==> config.mk <==
export PLATFORM = sky130hd
export DESIGN_NAME = cfg_streamer
export DESIGN_NICKNAME = d
export VERILOG_FILES = /design/src/rtl/cfg_pkg.sv /design/src/rtl/cfg_sync.sv /design/src/rtl/cfg_timer.sv /design/src/rtl/cfg_shifter.sv /design/src/rtl/cfg_streamer.sv
export SDC_FILE = /design/constraint.sdc
export NUM_CORES = 1
export LEC_CHECK = 0
export ABC_AREA = 1
export BUFFER_PORTS_ARGS = -buffer_cell sky130_fd_sc_hd__buf_2
export CAP_MARGIN = 20
export CORE_MARGIN = 10
export CORE_UTILIZATION = 28
export DETAILED_ROUTE_END_ITERATION = 12
export SYNTH_ARGS = -nofsm -noshare
export SYNTH_HDL_FRONTEND = slang
export SYNTH_SLANG_ARGS = --single-unit
export TNS_END_PERCENT = 50
==> constraint.sdc <==
create_clock -name clk_i -period 3.2 [get_ports clk_i]
set_clock_uncertainty 0.1 [all_clocks]
set_input_delay 0 -clock clk_i [delete_from_list [all_inputs] [get_ports clk_i]]
set_output_delay 0 -clock clk_i [all_outputs]
set_load 0.01 [all_outputs]
==> src/rtl/cfg_pkg.sv <==
package cfg_pkg;
  typedef enum logic [3:0] {
    ST_IDLE,
    ST_RST,
    ST_WAKE,
    ST_STREAM,
    ST_DRAIN,
    ST_DUMMY,
    ST_FL_RST,
    ST_FL_WAIT,
    ST_SAMPLE
  } cfg_st_e;
endpackage

==> src/rtl/cfg_sync.sv <==
module cfg_sync #(
  parameter int STAGES = 2
) (
  input  logic clk_i,
  input  logic rst_ni,
  input  logic d_i,
  output logic q_o
);
  logic [STAGES-1:0] pipe_q;

  generate
    if (STAGES == 1) begin : g_one
      always_ff @(posedge clk_i or negedge rst_ni) begin
        if (!rst_ni) pipe_q <= '0;
        else         pipe_q <= d_i;
      end
    end else begin : g_many
      always_ff @(posedge clk_i or negedge rst_ni) begin
        if (!rst_ni) pipe_q <= '0;
        else         pipe_q <= {pipe_q[STAGES-2:0], d_i};
      end
    end
  endgenerate

  assign q_o = pipe_q[STAGES-1];
endmodule

==> src/rtl/cfg_timer.sv <==
module cfg_timer #(
  parameter int TW = 8
) (
  input  logic          clk_i,
  input  logic          rst_ni,
  input  logic          clr_i,
  input  logic          run_i,
  input  logic [TW-1:0] lim_i,
  output logic          hit_o
);
  logic [TW-1:0] cnt_q;

  always_ff @(posedge clk_i or negedge rst_ni) begin
    if (!rst_ni)     cnt_q <= '0;
    else if (clr_i)  cnt_q <= '0;
    else if (run_i)  cnt_q <= cnt_q + TW'(1);
  end

  assign hit_o = run_i && (cnt_q == lim_i - TW'(1));
endmodule

==> src/rtl/cfg_shifter.sv <==
module cfg_shifter #(
  parameter int HALF_CYC = 4,
  parameter int BITS_W   = 6
) (
  input  logic              clk_i,
  input  logic              rst_ni,
  input  logic              ld_i,
  input  logic [7:0]        ld_data_i,
  input  logic [BITS_W-1:0] ld_bits_i,
  output logic              accept_o,
  output logic              busy_o,
  output logic              sck_o,
  output logic              mosi_o
);
  localparam int CNT_W = (HALF_CYC > 1) ? $clog2(HALF_CYC) : 1;

  logic [7:0]        sreg_q;
  logic [BITS_W-1:0] bits_q;
  logic [CNT_W-1:0]  cnt_q;
  logic              sck_q, mosi_q, busy_q;
  logic              half_end, last_fall;

  assign half_end  = (cnt_q == CNT_W'(HALF_CYC - 1));
  assign last_fall = busy_q && sck_q && half_end && (bits_q == BITS_W'(1));
  assign accept_o  = !busy_q || last_fall;

  always_ff @(posedge clk_i or negedge rst_ni) begin
    if (!rst_ni) begin
      sreg_q <= '0;
      bits_q <= '0;
      cnt_q  <= '0;
      sck_q  <= 1'b0;
      mosi_q <= 1'b0;
      busy_q <= 1'b0;
    end else if (ld_i && accept_o) begin
      // next bit always waits in sreg_q[7]
      sreg_q <= {ld_data_i[6:0], 1'b0};
      mosi_q <= ld_data_i[7];
      bits_q <= ld_bits_i;
      cnt_q  <= '0;
      sck_q  <= 1'b0;
      busy_q <= 1'b1;
    end else if (busy_q) begin
      if (half_end) begin
        cnt_q <= '0;
        if (!sck_q) begin
          sck_q <= 1'b1;
        end else begin
          sck_q  <= 1'b0;
          bits_q <= bits_q - BITS_W'(1);
          if (bits_q == BITS_W'(1)) begin
            busy_q <= 1'b0;
          end else begin
            mosi_q <= sreg_q[7];
            sreg_q <= {sreg_q[6:0], 1'b0};
          end
        end
      end else begin
        cnt_q <= cnt_q + CNT_W'(1);
      end
    end
  end

  assign busy_o = busy_q;
  assign sck_o  = sck_q;
  assign mosi_o = mosi_q;
endmodule

==> src/rtl/cfg_streamer.sv <==
module cfg_streamer
  import cfg_pkg::*;
#(
  parameter int HALF_CYC    = 4,
  parameter int T_RST_CYC   = 5000,
  parameter int T_WAKE_CYC  = 100000,
  parameter int T_FLASH_CYC = 12500000,
  parameter int DUMMY_BYTES = 6,
  parameter int DUMMY_BITS  = 1,
  parameter int SYNC_STAGES = 2
) (
  input  logic       clk_i,
  input  logic       rst_ni,
  input  logic       sram_go_i,
  input  logic       flash_go_i,
  input  logic [7:0] byte_data_i,
  input  logic       byte_valid_i,
  input  logic       byte_last_i,
  output logic       byte_ready_o,
  output logic       spi_sck_o,
  output logic       spi_mosi_o,
  output logic       spi_cs_no,
  output logic       cfg_reset_no,
  input  logic       cfg_done_i,
  output logic       fin_o,
  output logic       ok_o,
  output logic       err_o
);
  localparam int DUMMY_CLKS = DUMMY_BYTES * 8 + DUMMY_BITS;
  localparam int BITS_MAX   = (DUMMY_CLKS > 8) ? DUMMY_CLKS : 8;
  localparam int BITS_W     = $clog2(BITS_MAX + 1);
  localparam int T_MAX01    = (T_RST_CYC > T_WAKE_CYC) ? T_RST_CYC : T_WAKE_CYC;
  localparam int T_MAX      = (T_MAX01 > T_FLASH_CYC) ? T_MAX01 : T_FLASH_CYC;
  localparam int TW         = $clog2(T_MAX + 1);

  cfg_st_e st_q, st_d;
  logic    t_hit, t_run, t_clr;
  logic [TW-1:0] t_lim;
  logic    sh_ld, sh_accept, sh_busy;
  logic [7:0]        sh_data;
  logic [BITS_W-1:0] sh_bits;
  logic    done_s;
  logic    cs_q, crst_q, fin_q, ok_q, err_q;
  logic    take_byte;

  cfg_sync #(.STAGES(SYNC_STAGES)) i_sync (
    .clk_i (clk_i),
    .rst_ni(rst_ni),
    .d_i   (cfg_done_i),
    .q_o   (done_s)
  );

  always_comb begin
    t_run = 1'b0;
    t_lim = TW'(T_RST_CYC);
    unique case (st_q)
      ST_RST, ST_FL_RST: begin t_run = 1'b1; t_lim = TW'(T_RST_CYC);   end
      ST_WAKE:           begin t_run = 1'b1; t_lim = TW'(T_WAKE_CYC);  end
      ST_FL_WAIT:        begin t_run = 1'b1; t_lim = TW'(T_FLASH_CYC); end
      default: ;
    endcase
  end

  assign t_clr = (st_d != st_q);

  cfg_timer #(.TW(TW)) i_timer (
    .clk_i (clk_i),
    .rst_ni(rst_ni),
    .clr_i (t_clr),
    .run_i (t_run),
    .lim_i (t_lim),
    .hit_o (t_hit)
  );

  assign take_byte = (st_q == ST_STREAM) && byte_valid_i && sh_accept;
  assign sh_ld     = take_byte || ((st_q == ST_DRAIN) && sh_accept);
  assign sh_data   = (st_q == ST_STREAM) ? byte_data_i : 8'h00;
  assign sh_bits   = (st_q == ST_STREAM) ? BITS_W'(8) : BITS_W'(DUMMY_CLKS);

  cfg_shifter #(.HALF_CYC(HALF_CYC), .BITS_W(BITS_W)) i_shift (
    .clk_i    (clk_i),
    .rst_ni   (rst_ni),
    .ld_i     (sh_ld),
    .ld_data_i(sh_data),
    .ld_bits_i(sh_bits),
    .accept_o (sh_accept),
    .busy_o   (sh_busy),
    .sck_o    (spi_sck_o),
    .mosi_o   (spi_mosi_o)
  );

  always_comb begin
    st_d = st_q;
    unique case (st_q)
      ST_IDLE: begin
        if (sram_go_i)       st_d = ST_RST;
        else if (flash_go_i) st_d = ST_FL_RST;
      end
      ST_RST:     if (t_hit) st_d = ST_WAKE;
      ST_WAKE:    if (t_hit) st_d = ST_STREAM;
      ST_STREAM:  if (take_byte && byte_last_i) st_d = ST_DRAIN;
      ST_DRAIN:   if (sh_accept) st_d = ST_DUMMY;
      ST_DUMMY:   if (!sh_busy) st_d = ST_SAMPLE;
      ST_FL_RST:  if (t_hit) st_d = ST_FL_WAIT;
      ST_FL_WAIT: if (t_hit) st_d = ST_SAMPLE;
      ST_SAMPLE:  st_d = ST_IDLE;
      default:    st_d = ST_IDLE;
    endcase
  end

  always_ff @(posedge clk_i or negedge rst_ni) begin
    if (!rst_ni) begin
      st_q   <= ST_IDLE;
      cs_q   <= 1'b1;
      crst_q <= 1'b1;
      fin_q  <= 1'b0;
      ok_q   <= 1'b0;
      err_q  <= 1'b0;
    end else begin
      st_q <= st_d;
      // pins registered from next state: no decode glitches
      crst_q <= !((st_d == ST_RST) || (st_d == ST_FL_RST));
      unique case (st_d)
        ST_RST, ST_WAKE, ST_STREAM, ST_DRAIN, ST_DUMMY: cs_q <= 1'b0;
        ST_SAMPLE: cs_q <= cs_q;
        default:   cs_q <= 1'b1;
      endcase
      if (st_q == ST_IDLE && st_d != ST_IDLE) begin
        fin_q <= 1'b0;
        ok_q  <= 1'b0;
        err_q <= 1'b0;
      end else if (st_q == ST_SAMPLE) begin
        fin_q <= 1'b1;
        ok_q  <= done_s;
        err_q <= !done_s;
      end
    end
  end

  assign byte_ready_o = (st_q == ST_STREAM) && sh_accept;
  assign spi_cs_no    = cs_q;
  assign cfg_reset_no = crst_q;
  assign fin_o        = fin_q;
  assign ok_o         = ok_q;
  assign err_o        = err_q;
endmodule

## Word-level counts from Yosys, hierarchy flattened

Index checks and enable logic that the tools add are counted.

- ROM bits: 0
- Memories: 0
- Logic and storage cells: 116
- Output and inout port bits: 8
- Flip-flop bits (word level): 54
- Latch bits: 0
- Input port bits: 15
- RAM bits: 0

- Magnitude comparators: 0
- Bitwise operators: 0
- Reduce and logical (&&, ||, !) cells: 29
- Eq/ne operators: 20
- $add $sub $neg: 4
- Shift-type cells: 0
- Multiplexer cells: 49
- Div/mod/pow operators: 0
- Multipliers: 0

Operator list:

| operator | number |
|---|---|
| $mux W24 | 2 |
| $mux W8 | 6 |
| $pmux W24 S2 | 1 |
| $mux W4 | 9 |
| $pmux W4 S8 | 1 |
| $mux W6 | 5 |
| $eq A4 B3 Y1 const B | 7 |
| $add A24 B1 Y24 const B | 1 |
| $eq A24 B24 Y1 | 1 |
| $sub A24 B1 Y24 const B | 1 |
| $mux W1 | 21 |
| $eq A4 B2 Y1 const B | 4 |
| $logic_and A1 B1 Y1 | 11 |
| $reduce_bool A2 Y1 | 5 |
| $eq A4 B1 Y1 const B | 2 |
| $eq A4 B4 Y1 const B | 2 |
| $eq A6 B1 Y1 const B | 1 |
| $mux W2 | 3 |
| $sub A6 B1 Y6 const B | 1 |
| $reduce_or A5 Y1 | 1 |
| $logic_not A4 Y1 | 1 |
| $ne A4 B4 Y1 | 1 |
| $reduce_and A4 Y1 | 1 |
| $reduce_bool A4 Y1 | 1 |
| 9 further kinds | 13 |

## Longest topological paths before layout

Gate-level depths: netlist of the first run.

- Depth after elaboration: 11
- Mapped depth: 18
- Depth with buffers taken out: 17

## Modules after synthesis

A second synthesis of the first run with hierarchy kept.

- Cells, all modules: 634
- Area, all modules: 4300.4 sq um

Modules (own cells, without submodules):

| module | cells an instance | times used | area each (sq um) |
|---|---|---|---|
| cfg_timer | 373 | 1 | 2379.8 |
| cfg_shifter | 142 | 1 | 1102.3 |
| cfg_streamer | 117 | 1 | 768.2 |
| cfg_sync | 2 | 1 | 50.0 |

## Worst setup path after synthesis of the first run

OpenSTA, ideal clock, no wires.

- Path kind: reg-to-reg
- Start point: reg st_q[3]
- End point: reg i_timer.cnt_q[9]
- Setup slack: 1.002 ns
- Stages on the path, launching flop included: 18
- Data required time: 2.972 ns
- Setup time: 0.128 ns
- Arrival time: 1.970 ns
- Cell sequence: dfrtp_1 nor2_2 nand2_4 nand2_4 nand2_2 nand2_1 nand2_1 nor2_4 nand2_2 nand2_2 nand2_2 nor2_4 inv_2 nand2_1 nand2_2 nand2_4 buf_12 nor2_4

- Longest elaborated chain between the ends: 9

RTL lines:

| element | line | RTL |
|---|---|---|
| start, declared | cfg_streamer.sv:36 | `cfg_st_e st_q, st_d;` |
| start signal, assigned | cfg_streamer.sv:120 | `st_q <= st_d;` |
| $eq A4 B3 Y1 / $eq A4 B2 Y1 (equally long branches) | cfg_streamer.sv:56, cfg_streamer.sv:94 |  |
| $pmux W24 S2 | cfg_streamer.sv:56 | `unique case (st_q)` |
| $sub A24 B1 Y24 | cfg_timer.sv:19 | `assign hit_o = run_i && (cnt_q == lim_i - TW'(1));` |
| $eq A24 B24 Y1 | cfg_timer.sv:19 |  |
| $logic_and A1 B1 Y1 | cfg_timer.sv:19 |  |
| $mux W4 (on tied branches) | -- |  |
| $pmux W4 S8 * | cfg_streamer.sv:94 | `unique case (st_q)` |
| via st_d[0] | cfg_streamer.sv:36 |  |
| $ne A4 B4 Y1 * | cfg_streamer.sv:64 | `assign t_clr = (st_d != st_q);` |
| $mux W24 / $reduce_bool A2 Y1 (equally long branches) | -- |  |
| end signal, assigned | cfg_timer.sv:16 | `else if (run_i) cnt_q <= cnt_q + TW'(1);` |
| end, declared | cfg_timer.sv:11 | `logic [TW-1:0] cnt_q;` |

The timed path passes the listed nets; every way through them passes the cells marked *.
A chain may end at the register's enable or synchronous reset.

## Worst setup path after layout of the first run

- Start point: reg st_q[3]
- End point: reg i_timer.cnt_q[21]

- Longest elaborated chain between the ends: 9

RTL lines:

| element | line |
|---|---|
| $eq A4 B3 Y1 / $eq A4 B2 Y1 (equally long branches) | cfg_streamer.sv:56, cfg_streamer.sv:94 |
| $pmux W24 S2 | cfg_streamer.sv:56 |
| $sub A24 B1 Y24 | cfg_timer.sv:19 |
| $eq A24 B24 Y1 | cfg_timer.sv:19 |
| $logic_and A1 B1 Y1 | cfg_timer.sv:19 |
| $mux W4 (on tied branches) | -- |
| $pmux W4 S8 | cfg_streamer.sv:94 |
| $ne A4 B4 Y1 | cfg_streamer.sv:64 |
| $mux W24 / $reduce_bool A2 Y1 (equally long branches) | -- |

Parallel ways exist; a longest one is shown, timed or not.

==> impl_metrics.env, run 1 <==
export IMPL_synth_cell_type_count=33
export IMPL_run_status="completed"
export IMPL_yosysSeqAreaShare_pct=40.2
export IMPL_synth_warning_count=0
export IMPL_grt_pass1_wl_um=12100
export IMPL_hold_buffers=11
export IMPL_antenna_found_initial=0
export IMPL_period_share_pct=83.2
export IMPL_dieWidth_um=129
export IMPL_numCtsBuffers=5
export IMPL_path_clk_slew_ns=0.07
export IMPL_diodes=0
export IMPL_clk_latency_ns=0.29
export IMPL_grt_max_degree=31
export IMPL_place_area_sq_um=3590
export IMPL_cts_buffer_depth=2
export IMPL_period_needed_ns=2.66
export IMPL_place_gp_congestion=0.880
export IMPL_yosys_top_cells_area="dfrtp_1, nand2_1, nor2_4, xor2_1, inv_1"
export IMPL_overflow=0
export IMPL_drc_errors=0
export IMPL_slew_violations=0
export IMPL_finalNonFillerCells=600
export IMPL_p_sw_share_pct=21.6
export IMPL_post_route_util_pct=33.6
export IMPL_initial_utilization_pct=28.8
export IMPL_area_growth_pct=16.6
export IMPL_final_nets=475
export IMPL_fmax_mhz=376
export IMPL_grt_pass1_vias=2713
export IMPL_synth_nets=437
export IMPL_grtUsageTotal_pct=8.48
export IMPL_drt_wirelength_per_cell_um=11.6
export IMPL_power_internal_mw=0.976
export IMPL_crit_fanout=12
export IMPL_tightest_slew_ns=0.563
export IMPL_arrival_ns=2.74
export IMPL_ios=23
export IMPL_wl_um=6970
export IMPL_hold_class="input port to flop"
export IMPL_async_flop_share_pct=100
export IMPL_ant_nets=0
export IMPL_tns_ns=0
export IMPL_cts_setup_buffers=0
export IMPL_vias=2738
export IMPL_drv_cap=0
export IMPL_rows=39
export IMPL_drt_pass1_iter_count=4
export IMPL_drtIter0Drc=190
export IMPL_slew_headroom_pct=62.5
export IMPL_rsz0062_at_grt="false"
export IMPL_p_switching_mw=0.269
export IMPL_dieArea_sq_um=16500
export IMPL_combPwrFrac_pct=2.6
export IMPL_required_ns=3.28
export IMPL_yosysTopAreaCellShare_pct=38.7
export IMPL_numClockSinks=53
export IMPL_synth_edff_count=0
export IMPL_cts_resized=0
export IMPL_core_sq_um=11500
export IMPL_whs_ns=0.0414
export IMPL_power_density_nw_per_um2=323
export IMPL_hold_viol=0
export IMPL_hpwl_um=5320
export IMPL_cts_tree="done"
export IMPL_syn_area_sq_um=3300
export IMPL_p_seq_share_pct=53.9
export IMPL_htree_levels=2
export IMPL_clockRootBuffer="clkbuf_16"
export IMPL_design_area_sq_um=3850
export IMPL_fp_dieH_um=129
export IMPL_ir_worst_vdd_mv=0.200
export IMPL_yosys_area_top_type="dfrtp_1"
export IMPL_io_buffers=22
export IMPL_vias_per_cell=4.56
export IMPL_drive_gt1_share_pct=19.5
export IMPL_start_kind="flop"
export IMPL_synthCells=418
export IMPL_finalSetupViolations=0
export IMPL_place_inst=581
export IMPL_synth_seq_cells=53
export IMPL_end_kind="flop"
export IMPL_syn_avg_cell_area_sq_um=7.90
export IMPL_synth_flop_cell="dfrtp_1"
export IMPL_p_leak_nw=1.78
export IMPL_path_class="flop to flop"
export IMPL_clkPwrFrac_pct=43.5
-- layout by cell type (no fill, tap or decap), drive strengths merged --
| cell | count |
|---|---|
| nand4 | 9 |
| a31oi | 5 |
| a21oi | 10 |
| dfstp | 2 |
| buf | 27 |
| clkbuf | 5 |
| clkinv | 1 |
| o21a | 1 |
| o21ai | 28 |
| dlygate4sd3 | 11 |
| or2 | 4 |
| mux2i | 1 |
| mux2 | 1 |
| nor2 | 76 |
| xor2 | 23 |
| inv | 56 |
| nor3b | 2 |
| nand3b | 4 |
| nand2 | 92 |
| clkinvlp | 3 |
| nand3 | 30 |
| ha | 4 |
| dfrtp | 51 |
| nor3 | 8 |
| a21boi | 1 |
| xnor2 | 2 |
-- critical path: stages (launching register included) --
cell and delay, ns:
dfrtp_1 0.43, nor2_2 0.29, nand3_1 0.17, nand3_2 0.10, buf_4 0.19, nand4_1 0.18, nor2_1 0.26, nand4_1 0.22
nor2_1 0.21, nand3_1 0.11, xor2_1 0.23, nor2_4 0.06
-- state kept, by name, indices dropped and copies added (netlist names) --
signal          flops
cfg_reset_no        1
err_o               1
fin_o               1
i_shift.bits_q      6
i_shift.busy_o      1
i_shift.cnt_q       2
i_shift.mosi_o      1
i_shift.sck_o       1
i_shift.sreg_q      7
i_sync.pipe_q       2
i_timer.cnt_q      24
ok_o                1
spi_cs_no           1
st_q                4
-- synth_stat cells, drive strengths merged, types with 2 or more instances --
cell / number
xor2: 23
nand3b: 4
xnor2: 2
a31oi: 5
nor3: 8
o21ai: 28
nor2: 76
nor3b: 2
nand4: 9
a21oi: 10
clkbuf: 4
inv: 56
ha: 4
nand3: 30
nand2: 92
buf: 3
dfstp: 2
dfrtp: 51
or2: 4
-- cell families after synthesis --
group | count (synthesis) | share of synthesized area [%]
flops | 53 | 40.2
fa+ha+maj | 4 | 1.52
xor+xnor | 25 | 6.63
mux | 2 | 0.644
buf+inv | 64 | 8.37
compound gates | 45 | 7.16
simple gates | 225 | 35.4
-- layer usage --
metal,share of wire (%),up-vias,track usage [%]
met1,49,1269,11.1
met3,4.4,7,1.56
met4,0.96,0,2.55
met2,46,62,13.9
li1,-,1400,-
met5,0,-,0
-- stage by stage --
step                      worst slack [ns]  total power [mW]
final                                0.538              1.24
after CTS                            0.560              1.27
after global placement               0.661             0.708
after global routing                 0.269              1.30
after detailed placement             0.598             0.709
after floorplan                       1.00             0.685
-- path summary, 6_finish.rpt --
check / from / endpoint / slack (ns) / cells after the start
min in group asynchronous: rst_ni / i_timer.cnt_q[20] / 0.15 / 2
max in group asynchronous: rst_ni / i_timer.cnt_q[17] / 2.07 / 3
worst min-delay path: flash_go_i / cfg_reset_no / 0.04 / 5
worst min register to register: i_sync.pipe_q[0] / i_sync.pipe_q[1] / 0.25 / 0
worst max register to register: st_q[3] / i_timer.cnt_q[21] / 0.54 / 11
worst max-delay path: st_q[3] / i_timer.cnt_q[21] / 0.54 / 11
-- power by group through the flow --
stage	clock [mW]	sequential [mW]	combinational, mW
global route	0.589	0.671	0.0392
CTS	0.561	0.671	0.0347
finish	0.541	0.671	0.0330
floorplan	0	0.684	0.000514
global placement	0	0.684	0.0239
detailed placement	0	0.684	0.0247
-- layout make-up --
cell class | instances | area (sq um)
fillers | 1190 | 7620
flip-flops and latches | 53 | 1330
multi-input cells | 301 | 1700
clock inverters | 3 | 22.5
inverters | 57 | 214
well taps | 143 | 179
clock buffers | 5 | 125
repair buffers | 38 | 283
Note: power is estimated with default switching activity, not from simulation.
==> run 2: changes to the inputs <==
Clock period 3.2 ns to 2.4 ns, I/O delays scaled along.
==> impl_metrics.env, run 2 (synthesis gave the netlist of run 1 again) <==
export IMPL_initial_utilization_pct=28.8
export IMPL_numCtsBuffers=5
export IMPL_area_growth_pct=29.9
export IMPL_hold_end="cfg_reset_no"
export IMPL_power_density_nw_per_um2=394
export IMPL_mostFrequentLayoutCell="nand2_1"
export IMPL_run_status="completed"
export IMPL_slew_violations=0
export IMPL_multiInputGateArea_sq_um=1800
export IMPL_required_ns=2.48
export IMPL_clockRootBuffer="clkbuf_16"
export IMPL_place_gp_congestion=0.875
export IMPL_ir_worst_vdd_mv=0.242
export IMPL_grt_max_degree=28
export IMPL_rows=39
export IMPL_largest_register="i_timer.cnt_q"
export IMPL_p_leak_nw=1.99
export IMPL_gr_usage_met1_pct=12.8
export IMPL_overflow=0
export IMPL_vias_per_cell=4.58
export IMPL_holdPathStages=5
export IMPL_reg_top3="i_timer.cnt_q: 24 flops, i_shift.sreg_q: 7 flops, i_shift.bits_q: 6 flops"
export IMPL_largest_reg_flops=24
export IMPL_rr_endpoint="i_timer.cnt_q[3]"
export IMPL_p_seq_share_pct=53.0
export IMPL_ios=23
export IMPL_crit_fanout=6
export IMPL_use_met2_pct=14.6
export IMPL_dieArea_sq_um=16500
export IMPL_slew_headroom_pct=56.2
export IMPL_drc_errors=0
export IMPL_ant_nets=0
export IMPL_vias=2919
export IMPL_place_inst=602
export IMPL_reg2reg_depth=18
export IMPL_hold_class="input port to flop"
export IMPL_core_sq_um=11500
export IMPL_dieWidth_um=129
export IMPL_post_route_util_pct=37.4
export IMPL_period_needed_ns=2.38
export IMPL_min_from="flash_go_i"
export IMPL_hpwl_um=5720
export IMPL_path_clk_slew_ns=0.07
export IMPL_p_switching_mw=0.355
export IMPL_numClockSinks=53
export IMPL_drv_cap=0
export IMPL_fp_dieH_um=129
export IMPL_final_nets=512
export IMPL_io_buffers=22
export IMPL_drtIter0Drc=212
export IMPL_antenna_found_initial=0
export IMPL_fmax_mhz=419
export IMPL_combPwrFrac_pct=2.8
export IMPL_timing_rr_start="st_q[1]"
export IMPL_clk_latency_ns=0.29
export IMPL_p_sw_share_pct=21.0
export IMPL_startpoint="st_q[1]"
export IMPL_path_class="flop to flop"
export IMPL_period_share_pct=99.3
export IMPL_grt_use_met3_pct=1.44
export IMPL_clkPwrFrac_pct=44.2
export IMPL_finalNonFillerCells=637
export IMPL_cp_common_cell="nand2_2"
export IMPL_grt_pass1_vias=2840
export IMPL_cp_cell_sequence="inv_4 > nor2_4 > nand2_4 > nand2_2 > nand2_2 > nor2_2 > nand2_2 > nor2_4 > nand2_2 > nand2_2 > nand3_2 > nor2_4 > inv_2 > nand2_2 > nand2_2 > nand2_4 > clkbuf_16 > nor2_4"
export IMPL_start_kind="flop"
export IMPL_drt_wirelength_per_cell_um=12.2
export IMPL_finalSetupViolations=0
export IMPL_layout_common_cells="nand2_1, inv_1, dfrtp_1, nor2_1, buf_4"
export IMPL_wl_um=7790
export IMPL_power_internal_mw=1.33
export IMPL_hold_viol=0
export IMPL_rsz0062_at_grt="true"
export IMPL_design_area_sq_um=4290
export IMPL_r2r_slack_ns=0.02
export IMPL_place_area_sq_um=3760
export IMPL_grt_pass1_wl_um=13100
export IMPL_diodes=0
export IMPL_busiest_layer="met2"
export IMPL_cp_slowest_cell="dfrtp_2"
export IMPL_drive_gt1_share_pct=30.4
export IMPL_fillCellCount=1141
export IMPL_max_stage_delay_ns=0.44
export IMPL_layout_area_seq_sq_um=1330
export IMPL_cts_tree="done"
export IMPL_arrival_ns=2.46
export IMPL_drt_pass1_iter_count=4
export IMPL_whs_ns=0.120
export IMPL_cts_buffer_depth=2
export IMPL_tightest_slew_ns=0.657
export IMPL_end_kind="flop"
export IMPL_setup_slack_ns=0.0158
export IMPL_grtUsageTotal_pct=9.25
export IMPL_dp_slack_ns=0.0433
export IMPL_htree_levels=2
## run 2: changes by cell type in the layout (fill, tap and decap cells not counted), sizes merged
cell      previous run  this run
buf                 27        62
clkbuf               5         9
clkinvlp             3         1
## run 2: through the flow
step	TNS (ns)	power (mW)
2_1_floorplan	0	0.913
3_3_place_gp	0	0.947
3_5_place_dp	0	0.948
4_1_cts	0	1.70
5_1_grt	-2.69	1.75
6_report	0	1.69
## run 2: power groups by stage
| stage | combinational [mW] | sequential, mW | clock (mW) |
|---|---|---|---|
| floorplan | 0.000685 | 0.912 | 0 |
| global route | 0.0557 | 0.894 | 0.796 |
| global placement | 0.0354 | 0.912 | 0 |
| finish | 0.0478 | 0.894 | 0.747 |
| CTS | 0.0498 | 0.894 | 0.761 |
| detailed placement | 0.0363 | 0.912 | 0 |
## run 2: cell type report
class                      instances  area share, %
inverter                          57           5.11
multi-input combinational        301           41.9
clock inverter                     1          0.175
sequential                        53           31.1
tap                              143           4.17
clock buffer                       7           3.33
timing repair buffer              75           14.2
## run 2: worst max-delay path, delay by kind of cell (launching register included)
family                 cells  cell delay [ns]
AND/OR/NAND/NOR           15             1.39
flip-flops                 1             0.44
buffers and inverters      3             0.30
## run 2: repair_timing
item,in CTS,in global routing
hold buffers,11,0
buffers inserted,0,14
gates resized for setup,0,36
setup endpoints to repair,0,29
endpoints found under the hold margin,36,0
## run 2: metal layers
layer | wire length [um] | vias to the layer above
li1 | - | 1465
met1 | 3780 | 1386
met2 | 3640 | 59
met3 | 272 | 9
met4 | 102 | 0
met5 | 0 | -
## run 2: worst max-delay path by stage
stage | end | slack [ns]
2_1_floorplan | i_timer.cnt_q[9] | 0.20
3_3_place_gp | i_timer.cnt_q[9] | 0.07
3_5_place_dp | i_timer.cnt_q[6] | 0.04
4_1_cts | i_timer.cnt_q[6] | 0.01
5_1_grt | i_timer.cnt_q[5] | -0.13
6_report | i_timer.cnt_q[3] | 0.02
